[config.mk]
export PLATFORM = sky130hd
export DESIGN_NAME = stk_seq
export DESIGN_NICKNAME = d
export VERILOG_FILES = /design/src/rtl/stk_pkg.sv /design/src/rtl/stk_cmd_decode.sv /design/src/rtl/stk_status_pack.sv /design/src/rtl/stk_status_unpack.sv /design/src/rtl/stk_seq.sv
export SDC_FILE = /design/constraint.sdc
export NUM_CORES = 1
export LEC_CHECK = 0
export BUFFER_PORTS_ARGS = -buffer_cell sky130_fd_sc_hd__buf_2
export CORE_MARGIN = 5
export CORE_UTILIZATION = 55
export CTS_CLUSTER_DIAMETER = 30
export DETAILED_ROUTE_END_ITERATION = 8
export PLACE_DENSITY = 0.79
export SYNTH_ARGS = -nofsm -noshare
export SYNTH_HDL_FRONTEND = slang
export SYNTH_HIERARCHICAL = 1
export SYNTH_SLANG_ARGS = --single-unit
[constraint.sdc]
create_clock -name clk -period 7.95 [get_ports clk]
set_input_delay 1.59 -clock clk [delete_from_list [all_inputs] [get_ports clk]]
set_output_delay 1.59 -clock clk [all_outputs]
set_load 0.05 [all_outputs]
[src/rtl/stk_pkg.sv]
package stk_pkg;

    localparam int CMD_N  = 8;
    localparam int OP_W   = 4;
    localparam int DATA_W = 8;
    localparam int ADDR_W = 16;

    typedef struct packed {
        logic n;
        logic v;
        logic d;
        logic i;
        logic z;
        logic c;
    } flags_t;

    typedef enum logic [OP_W-1:0] {
        OP_CALL  = 4'd0,
        OP_RET   = 4'd1,
        OP_BRK   = 4'd2,
        OP_RTI   = 4'd3,
        OP_PHA   = 4'd4,
        OP_PHP   = 4'd5,
        OP_PLA   = 4'd6,
        OP_PLP   = 4'd7,
        OP_RESET = 4'd8
    } op_e;

    typedef enum logic [3:0] {
        S_IDLE,
        S_PUSH_HI,
        S_PUSH_LO,
        S_PUSH_P,
        S_PUSH_A,
        S_VEC_LO,
        S_VEC_HI,
        S_PULL_P,
        S_PULL_LO,
        S_PULL_HI,
        S_PULL_A,
        S_FIN_PC,
        S_FIN_P,
        S_FIN_A
    } state_e;

endpackage

[src/rtl/stk_cmd_decode.sv]
module stk_cmd_decode
    import stk_pkg::*;
#(
    parameter int N = CMD_N
) (
    input  logic [N-1:0]    cmd_i,
    output logic            valid_o,
    output logic [OP_W-1:0] op_o
);
    int ones;

    always_comb begin
        ones = 0;
        op_o = '0;
        for (int k = 0; k < N; k++) begin
            if (cmd_i[k]) begin
                ones = ones + 1;
                op_o = OP_W'(k);
            end
        end
        valid_o = (ones == 1);
    end
endmodule

[src/rtl/stk_status_pack.sv]
module stk_status_pack
    import stk_pkg::*;
(
    input  flags_t             flags_i,
    output logic [DATA_W-1:0]  byte_o
);
    // break bit and bit 5 always read as one on the stack
    assign byte_o = {flags_i.n, flags_i.v, 1'b1, 1'b1,
                     flags_i.d, flags_i.i, flags_i.z, flags_i.c};
endmodule

[src/rtl/stk_status_unpack.sv]
module stk_status_unpack
    import stk_pkg::*;
(
    input  logic [DATA_W-1:0] byte_i,
    output flags_t            flags_o
);
    logic [1:0] unused_bits;
    assign unused_bits = byte_i[5:4];

    always_comb begin
        flags_o.n = byte_i[7];
        flags_o.v = byte_i[6];
        flags_o.d = byte_i[3];
        flags_o.i = 1'b0;
        flags_o.z = byte_i[1];
        flags_o.c = byte_i[0];
    end
endmodule

[src/rtl/stk_seq.sv]
module stk_seq
    import stk_pkg::*;
#(
    parameter logic [7:0]  SP_INIT    = 8'hFD,
    parameter logic [7:0]  STACK_PAGE = 8'h01,
    parameter logic [15:0] VEC_RESET  = 16'hFFFC,
    parameter logic [15:0] VEC_BREAK  = 16'hFFFE
) (
    input  logic        clk,
    input  logic        rst_n,
    input  logic [7:0]  cmd_i,
    input  logic [15:0] pc_i,
    input  logic [15:0] target_i,
    input  logic [7:0]  acc_i,
    input  logic [5:0]  flags_i,
    output logic        mem_rd_o,
    output logic        mem_wr_o,
    output logic [15:0] mem_addr_o,
    output logic [7:0]  mem_wdata_o,
    input  logic [7:0]  mem_rdata_i,
    output logic [7:0]  sp_o,
    output logic        busy_o,
    output logic        done_o,
    output logic [15:0] pc_o,
    output logic        pc_load_o,
    output logic [5:0]  flags_o,
    output logic        flags_load_o,
    output logic [7:0]  acc_o,
    output logic        acc_load_o
);
    typedef struct packed {
        state_e                 state;
        op_e                    op;
        logic [DATA_W-1:0]      sp;
        logic [ADDR_W-1:0]      ret;
        logic [ADDR_W-1:0]      tgt;
        logic [DATA_W-1:0]      acc_in;
        flags_t                 flg;
        flags_t                 tmp;
        logic [DATA_W-1:0]      lo;
        logic [ADDR_W-1:0]      pc;
        flags_t                 flags;
        logic [DATA_W-1:0]      acc;
        logic                   done;
        logic                   pc_ld;
        logic                   fl_ld;
        logic                   acc_ld;
    } regs_t;

    localparam regs_t RESET_VAL = '{
        state:  S_VEC_LO,
        op:     OP_RESET,
        sp:     SP_INIT,
        default: '0
    };

    regs_t q, d;

    logic            cmd_ok;
    logic [OP_W-1:0] cmd_op;
    logic [7:0]      stat_byte;
    flags_t          pulled_flags;

    stk_cmd_decode #(.N(CMD_N)) u_dec (
        .cmd_i   (cmd_i),
        .valid_o (cmd_ok),
        .op_o    (cmd_op)
    );

    stk_status_pack u_pack (
        .flags_i (q.flg),
        .byte_o  (stat_byte)
    );

    stk_status_unpack u_unpack (
        .byte_i  (mem_rdata_i),
        .flags_o (pulled_flags)
    );

    logic [ADDR_W-1:0] stk_cur;
    logic [ADDR_W-1:0] stk_nxt;
    logic [ADDR_W-1:0] vec_base;
    logic [ADDR_W-1:0] pulled_word;

    assign stk_cur     = {STACK_PAGE, q.sp};
    assign stk_nxt     = {STACK_PAGE, q.sp + 8'd1};
    assign vec_base    = (q.op == OP_RESET) ? VEC_RESET : VEC_BREAK;
    assign pulled_word = {mem_rdata_i, q.lo};

    always_comb begin
        d           = q;
        d.done      = 1'b0;
        d.pc_ld     = 1'b0;
        d.fl_ld     = 1'b0;
        d.acc_ld    = 1'b0;
        mem_rd_o    = 1'b0;
        mem_wr_o    = 1'b0;
        mem_addr_o  = '0;
        mem_wdata_o = '0;

        unique case (q.state)
            S_IDLE: begin
                if (cmd_ok) begin
                    d.op     = op_e'(cmd_op);
                    d.ret    = pc_i - 16'd1;
                    d.tgt    = target_i;
                    d.acc_in = acc_i;
                    d.flg    = flags_t'(flags_i);
                    unique case (op_e'(cmd_op))
                        OP_CALL, OP_BRK: d.state = S_PUSH_HI;
                        OP_RET:          d.state = S_PULL_LO;
                        OP_RTI, OP_PLP:  d.state = S_PULL_P;
                        OP_PHA:          d.state = S_PUSH_A;
                        OP_PHP:          d.state = S_PUSH_P;
                        OP_PLA:          d.state = S_PULL_A;
                        default:         d.state = S_IDLE;
                    endcase
                end
            end
            S_PUSH_HI: begin
                mem_wr_o    = 1'b1;
                mem_addr_o  = stk_cur;
                mem_wdata_o = q.ret[15:8];
                d.sp        = q.sp - 8'd1;
                d.state     = S_PUSH_LO;
            end
            S_PUSH_LO: begin
                mem_wr_o    = 1'b1;
                mem_addr_o  = stk_cur;
                mem_wdata_o = q.ret[7:0];
                d.sp        = q.sp - 8'd1;
                if (q.op == OP_CALL) begin
                    d.pc    = q.tgt;
                    d.pc_ld = 1'b1;
                    d.done  = 1'b1;
                    d.state = S_IDLE;
                end else begin
                    d.state = S_PUSH_P;
                end
            end
            S_PUSH_P: begin
                mem_wr_o    = 1'b1;
                mem_addr_o  = stk_cur;
                mem_wdata_o = stat_byte;
                d.sp        = q.sp - 8'd1;
                if (q.op == OP_BRK) begin
                    d.state = S_VEC_LO;
                end else begin
                    d.done  = 1'b1;
                    d.state = S_IDLE;
                end
            end
            S_PUSH_A: begin
                mem_wr_o    = 1'b1;
                mem_addr_o  = stk_cur;
                mem_wdata_o = q.acc_in;
                d.sp        = q.sp - 8'd1;
                d.done      = 1'b1;
                d.state     = S_IDLE;
            end
            S_VEC_LO: begin
                mem_rd_o   = 1'b1;
                mem_addr_o = vec_base;
                d.state    = S_VEC_HI;
            end
            S_VEC_HI: begin
                mem_rd_o   = 1'b1;
                mem_addr_o = vec_base + 16'd1;
                d.lo       = mem_rdata_i;
                d.state    = S_FIN_PC;
            end
            S_PULL_P: begin
                mem_rd_o   = 1'b1;
                mem_addr_o = stk_nxt;
                d.sp       = q.sp + 8'd1;
                d.state    = (q.op == OP_RTI) ? S_PULL_LO : S_FIN_P;
            end
            S_PULL_LO: begin
                if (q.op == OP_RTI) begin
                    d.tmp = pulled_flags;
                end
                mem_rd_o   = 1'b1;
                mem_addr_o = stk_nxt;
                d.sp       = q.sp + 8'd1;
                d.state    = S_PULL_HI;
            end
            S_PULL_HI: begin
                d.lo       = mem_rdata_i;
                mem_rd_o   = 1'b1;
                mem_addr_o = stk_nxt;
                d.sp       = q.sp + 8'd1;
                d.state    = S_FIN_PC;
            end
            S_PULL_A: begin
                mem_rd_o   = 1'b1;
                mem_addr_o = stk_nxt;
                d.sp       = q.sp + 8'd1;
                d.state    = S_FIN_A;
            end
            S_FIN_PC: begin
                d.pc_ld = 1'b1;
                d.done  = 1'b1;
                d.state = S_IDLE;
                unique case (q.op)
                    OP_RET: d.pc = pulled_word + 16'd1;
                    OP_RTI: begin
                        d.pc    = pulled_word;
                        d.flags = q.tmp;
                        d.fl_ld = 1'b1;
                    end
                    OP_BRK: begin
                        d.pc      = pulled_word;
                        d.flags   = q.flg;
                        d.flags.i = 1'b1;
                        d.fl_ld   = 1'b1;
                    end
                    default: d.pc = pulled_word;
                endcase
            end
            S_FIN_P: begin
                d.flags = pulled_flags;
                d.fl_ld = 1'b1;
                d.done  = 1'b1;
                d.state = S_IDLE;
            end
            S_FIN_A: begin
                d.acc     = mem_rdata_i;
                d.acc_ld  = 1'b1;
                d.flags   = q.flg;
                d.flags.z = (mem_rdata_i == 8'd0);
                d.flags.n = mem_rdata_i[7];
                d.fl_ld   = 1'b1;
                d.done    = 1'b1;
                d.state   = S_IDLE;
            end
            default: d.state = S_IDLE;
        endcase
    end

    always_ff @(posedge clk) begin
        if (!rst_n) begin
            q <= RESET_VAL;
        end else begin
            q <= d;
        end
    end

    assign sp_o         = q.sp;
    assign busy_o       = (q.state != S_IDLE);
    assign done_o       = q.done;
    assign pc_o         = q.pc;
    assign pc_load_o    = q.pc_ld;
    assign flags_o      = q.flags;
    assign flags_load_o = q.fl_ld;
    assign acc_o        = q.acc;
    assign acc_load_o   = q.acc_ld;

endmodule

### Word-level counts from Yosys, hierarchy flattened

Memory sizes are Yosys's and may differ from the RTL's.
Cells that the tools add are included.
W data, S select, Z words.

| cells by class | value |
|---|---|
| $add $sub $neg | 12 |
| equal/unequal tests | 21 |
| multiplexer cells | 39 |
| reduce and logical (&&, ||, !) cells | 18 |

Operator list:

| cell | count |
|---|---|
| $mux W32 | 7 |
| $add A32 B2 Y32 const B | 6 |
| $pmux W16 S4 | 1 |
| $pmux W4 S9 | 1 |
| $eq A32 B2 Y1 const B | 1 |
| $mux W16 | 2 |
| $pmux W16 S2 | 1 |
| $pmux W8 S4 | 1 |
| $eq A4 B4 Y1 const B | 7 |
| $mux W3 | 6 |
| $pmux W6 S3 | 1 |
| $add A16 B1 Y16 const B | 1 |
| $eq A4 B2 Y1 const B | 4 |
| $eq A4 B3 Y1 const B | 4 |
| $pmux W8 S2 | 1 |
| $sub A16 B1 Y16 const B | 1 |
| $pmux W6 S2 | 1 |
| $reduce_or A4 Y1 | 3 |
| $mux W2 | 5 |
| $add A8 B1 Y8 const B | 1 |
| $eq A4 B1 Y1 const B | 2 |
| $logic_not A4 Y1 | 2 |
| $logic_not A8 Y1 | 1 |
| $mux W8 | 1 |
| other kinds (15) | 29 |

| storage, ports and cells | value |
|---|---|
| bits in registers | 109 |
| bits in read-only memories | 32 |
| input bits | 64 |
| memories kept | 1 |

Memory list:

| memory | words | bits a word | rd ports | clocked after Yosys merged registers in | write ports | RTL line | RTL |
|---|---|---|---|---|---|---|---|
| (name not given) | 8 | 4 | 1 | 0 | 0 | stk_seq.sv:109 | `unique case (op_e'(cmd_op))` |

### Longest topological paths before layout

| logic depth | value |
|---|---|
| depth after elaboration | 18 |
| gate-level depth with buffers | 23 |

### Hierarchy

The synthesis kept the hierarchy.

Modules (own cells, without submodules):

| module | instances | cells an instance | area an instance (um2) |
|---|---|---|---|
| stk_seq | 1 | 770 | 6112.1 |
| stk_cmd_decode | 1 | 79 | 616.8 |
| stk_status_pack | 1 | 9 | 63.8 |
| stk_status_unpack | 1 | 7 | 48.8 |

### Least setup slack after synthesis

Ideal clock, no wire load.

| path | value |
|---|---|
| path kind | input-to-reg |
| start | in cmd_i[0] |
| end | reg q[73] (netlist bit) |
| arrival time | 6.364 ns |
| data required time | 7.879 ns |
| slack | 1.516 ns |
| cell stages on the path | 23 |
| path through | inv_1 > ha_1 > buf_6 > xor2_1 > ha_1 > a21o_1 > ha_1 > mux2_2 > ha_1 > a221o_2 > ha_1 > mux2_2 > ha_1 > and2_1 > xnor2_1 > xnor2_1 > or3_1 > a21oi_1 > and2_1 > buf_2 > buf_1 > nand2_1 > a21oi_1 |

| on the way | value |
|---|---|
| word-level cells in the longest chain between the ends | 17 |

RTL lines:

| element | RTL line | RTL |
|---|---|---|
| from (decl) | stk_seq.sv:11 | `input logic [7:0] cmd_i,` |
| $mux W1 (*) | stk_cmd_decode.sv:16 | `if (cmd_i[k]) begin` |
| $add A1 B1 Y2 | stk_cmd_decode.sv:17 | `ones = ones + 1;` |
| $mux W32 (*) | stk_cmd_decode.sv:16 |  |
| $add A32 B2 Y32 | stk_cmd_decode.sv:17 |  |
| $mux W32 (*) | stk_cmd_decode.sv:16 |  |
| $add A32 B2 Y32 | stk_cmd_decode.sv:17 |  |
| $mux W32 (*) | stk_cmd_decode.sv:16 |  |
| $add A32 B2 Y32 | stk_cmd_decode.sv:17 |  |
| [... 2 more ...] | -- |  |
| $mux W32 (*) | stk_cmd_decode.sv:16 |  |
| $add A32 B2 Y32 | stk_cmd_decode.sv:17 |  |
| $mux W32 (*) | stk_cmd_decode.sv:16 |  |
| $add A32 B2 Y32 | stk_cmd_decode.sv:17 |  |
| $mux W32 (*) | stk_cmd_decode.sv:16 |  |
| $eq A32 B2 Y1 (*) | stk_cmd_decode.sv:21 | `valid_o = (ones == 1);` |
| via cmd_ok | stk_seq.sv:59 | `logic cmd_ok;` |
| $reduce_and A2 Y1 (no source line) (*) | -- |  |
| to (signal assigned) | stk_seq.sv:242 | `q <= RESET_VAL;` |
| to (signal assigned) | stk_seq.sv:244 | `q <= d;` |
| to (decl) | stk_seq.sv:57 | `regs_t q, d;` |

The timed path passes the listed nets; every way through them passes the cells marked *.
A chain may end at the register's enable or synchronous reset.

### Worst setup path after layout

| path | value |
|---|---|
| start | in cmd_i[0] |
| end | reg q[62] (netlist bit) |

The elaborated chain is that of the path after synthesis.

==> run metrics <==
reg2reg start=q[108]; Max-slew headroom=0.310; Fin Setup TNS=0 ns; crit start category=input pin; Inst Count DP=1053; Setup CP Type=in -> reg; cts repair resizes=0; vias per cell=between 5 and 6; period utilization=0.852; die height=between 100 and 150 µm; post-synth top area share=0.322; CTS Hold Bufs=0; HPWL after DPL=between 10000 and 15000 µm; Synth area leader=dfxtp_1; Worst Path Required=slightly above 8 ns; RSZ-0062 raised after global routing=false; R2R Path End=sp_o[4]; CTS tree=yes; buffers added on ports=approximately 130; H-tree depth=3; Area Growth Syn to Fin=7.90%; Cell Area, Synth=just under 7000 µm²; TritonCTS buffer count=9; fillers=1134; Post-synth ARST share=0; Worst-Skew Late Latency=~0.36 ns; I/O pins=about 130; multi-input logic area=between 3000 and 4000 µm²; crit path from=cmd_i[0]; Sink Count=110; Starting Density=0.565; post-synthesis register bit count=between 100 and 150; total track usage=0.219; FF-to-FF path depth=4; die width=122 µm; CTS Buffer Depth=2; Crit. End Element=flip-flop; Yosys warnings=6; RD Place Congestion=between 0.8 and 0.9; Cell Pwr Density=~250 nW/µm²; count leader, synth=nand2_1; die footprint=between 10000 and 15000 µm²; register area share after synthesis=0.322; Root Buffer=clkbuf_16; Inserted Diodes=0; Maximum Capacitance Violations=0; Synth Area per Inst=7.91 µm²; Least-Margin Pin Slew=just over 1 ns; Wirelength per Cell=around 16 µm; Tot Pwr=between 1.5 and 2 mW; most frequent cells after synthesis=nand2_1, dfxtp_1, a21oi_1, buf_4, nor2_1; min-delay worst type=reg -> reg; ranking of synthesized cells by area=dfxtp_1, nand2_1, buf_4; Period minus WS final=approximately 6.8 ns; setup bufs post-CTS=0; Max Slew Vio Count=0; FMAX=approximately 0.15 GHz; Worst Path Max Fanout=between 40 and 50; largest net degree at the start of global routing=44; Hold Path Origin=acc_o[3]; layout cells sized above 1=0.211; peak supply drop=between 100 and 150 µV; vias in the first global route=roughly 5400; Post-synth top flop=dfxtp_1; drt first pass iters=5; run status=finished, final reports clean; NumNets Final=~980; endpoints failing setup=0; CTS clk-pin slew, worst paths=0.08 ns; first-pass GRT wire length=roughly 26000 µm; drt initial violations=522; DRC=0; GR Overflow Total=0; Core Rows=40; Storage cell area=between 2000 and 2500 µm²; Core Region=roughly 12000 µm²; number of synthesized flops with an enable pin=0; Detail Route Antenna Nets=0; arrival time at the worst endpoint=roughly 7.1 ns; antenna violations before repair=0; reg2reg setup slack=between 5 and 6 ns; Fin Clk Skew=around 0.011 ns; P_leak=between 3 and 4 nW; final hold violation count=0; Vias=just over 6000; drt total wl=approximately 17000 µm; Post-Synthesis Cells=a little under 900; non-filler cells, final=approximately 1100; crit path capture=q[62]; library cells used by synthesis=76
[power by group]
part / internal, mW / total [mW] / switching (mW)
Clock: 0.253 / 0.476 / 0.224
Sequential: 0.588 / 0.653 / 0.0646
Combinational: 0.211 / 0.706 / 0.495
[worst min path at each step]
stage	end	slack, ns	cells after the start
2_1_floorplan	q[63]	0.43	2
5_1_grt	acc_o[1]	0.47	2
6_report	acc_o[3]	0.45	2
3_5_place_dp	acc_o[3]	0.45	2
4_1_cts	acc_o[3]	0.46	2
3_3_place_gp	flags_o[2]	0.44	2
[stage by stage]
| stage | worst slack [ns] | utilization | instance area (µm²) | hold slack [ns] |
|---|---|---|---|---|
| 2_1_floorplan | 1.52 | - | 6850 | 0.432 |
| 3_3_place_gp | 0.997 | 0.583 | 7060 | 0.438 |
| 3_5_place_dp | 0.827 | 0.583 | 7060 | 0.446 |
| 4_1_cts | 1.20 | 0.610 | 7380 | 0.457 |
| 5_1_grt | 0.872 | 0.610 | 7380 | 0.475 |
| 6_report | 1.18 | 0.610 | 7380 | 0.453 |
[worst max-delay path, cell delays in order]
cell and delay [ns]:
buf_2 0.09, inv_1 0.04, ha_1 0.38, xor2_1 0.21
ha_1 0.35, a21o_1 0.21, ha_1 0.31, mux2_2 0.27
ha_1 0.26, a221o_2 0.42, ha_1 0.30, mux2_2 0.27
ha_1 0.19, and2_1 0.18, xnor2_1 0.14, xnor2_1 0.12
or3_1 0.31, a21oi_1 0.20, and2_2 0.67, buf_4 0.30
nand2_1 0.07, a21oi_1 0.14
[logic make-up (layout without fill, tap and decap cells)]
| logic type | Yosys count | in the layout | synth area share |
|---|---|---|---|
| flops | 110 | 110 | 0.322 |
| other cells | 3 | 4 | 0.00165 |
| fa+ha+maj | 15 | 15 | 0.0274 |
| compound gates | 222 | 222 | 0.212 |
| simple gates | 307 | 307 | 0.228 |
| mux | 29 | 29 | 0.0443 |
| buf+inv | 147 | 182 | 0.119 |
| xor+xnor | 32 | 32 | 0.0455 |
[state kept, by name, summed over array words and instances, names as in the netlist]
| name | cells |
|---|---|
| q | 60 |
| pc_o | 16 |
| acc_o | 8 |
| pulled_word | 8 |
| sp_o | 8 |
| flags_o | 6 |
| acc_load_o | 1 |
| done_o | 1 |
| flags_load_o | 1 |
| pc_load_o | 1 |
[placed cells by master, fill, tap and decap left out, types with 21 or more instances in the layout]
master    count
xnor2_1      21
inv_1        24
nand2_1     123
a211oi_1     35
buf_2       132
a21oi_1      68
dfxtp_1     110
nor2_1       46
o21ai_0      32
[layer usage]
| layer | wire length [µm] | track usage |
|---|---|---|
| met1 | 7990 | 0.324 |
| met2 | 7330 | 0.327 |
| met3 | 1210 | 0.0302 |
| met4 | 262 | 0.0770 |
| met5 | 0 | 0 |
[final cells by class]
cell class | count | share of cell area
Multi-Input combinational cell | 609 | 0.518
Sequential cell | 110 | 0.298
Timing Repair Buffer | 141 | 0.0986
Clock buffer | 9 | 0.0305
Tap cell | 168 | 0.0285
Clock inverter | 7 | 0.0129
Inverter | 25 | 0.0127
Note: power is estimated with default switching activity, not from simulation.
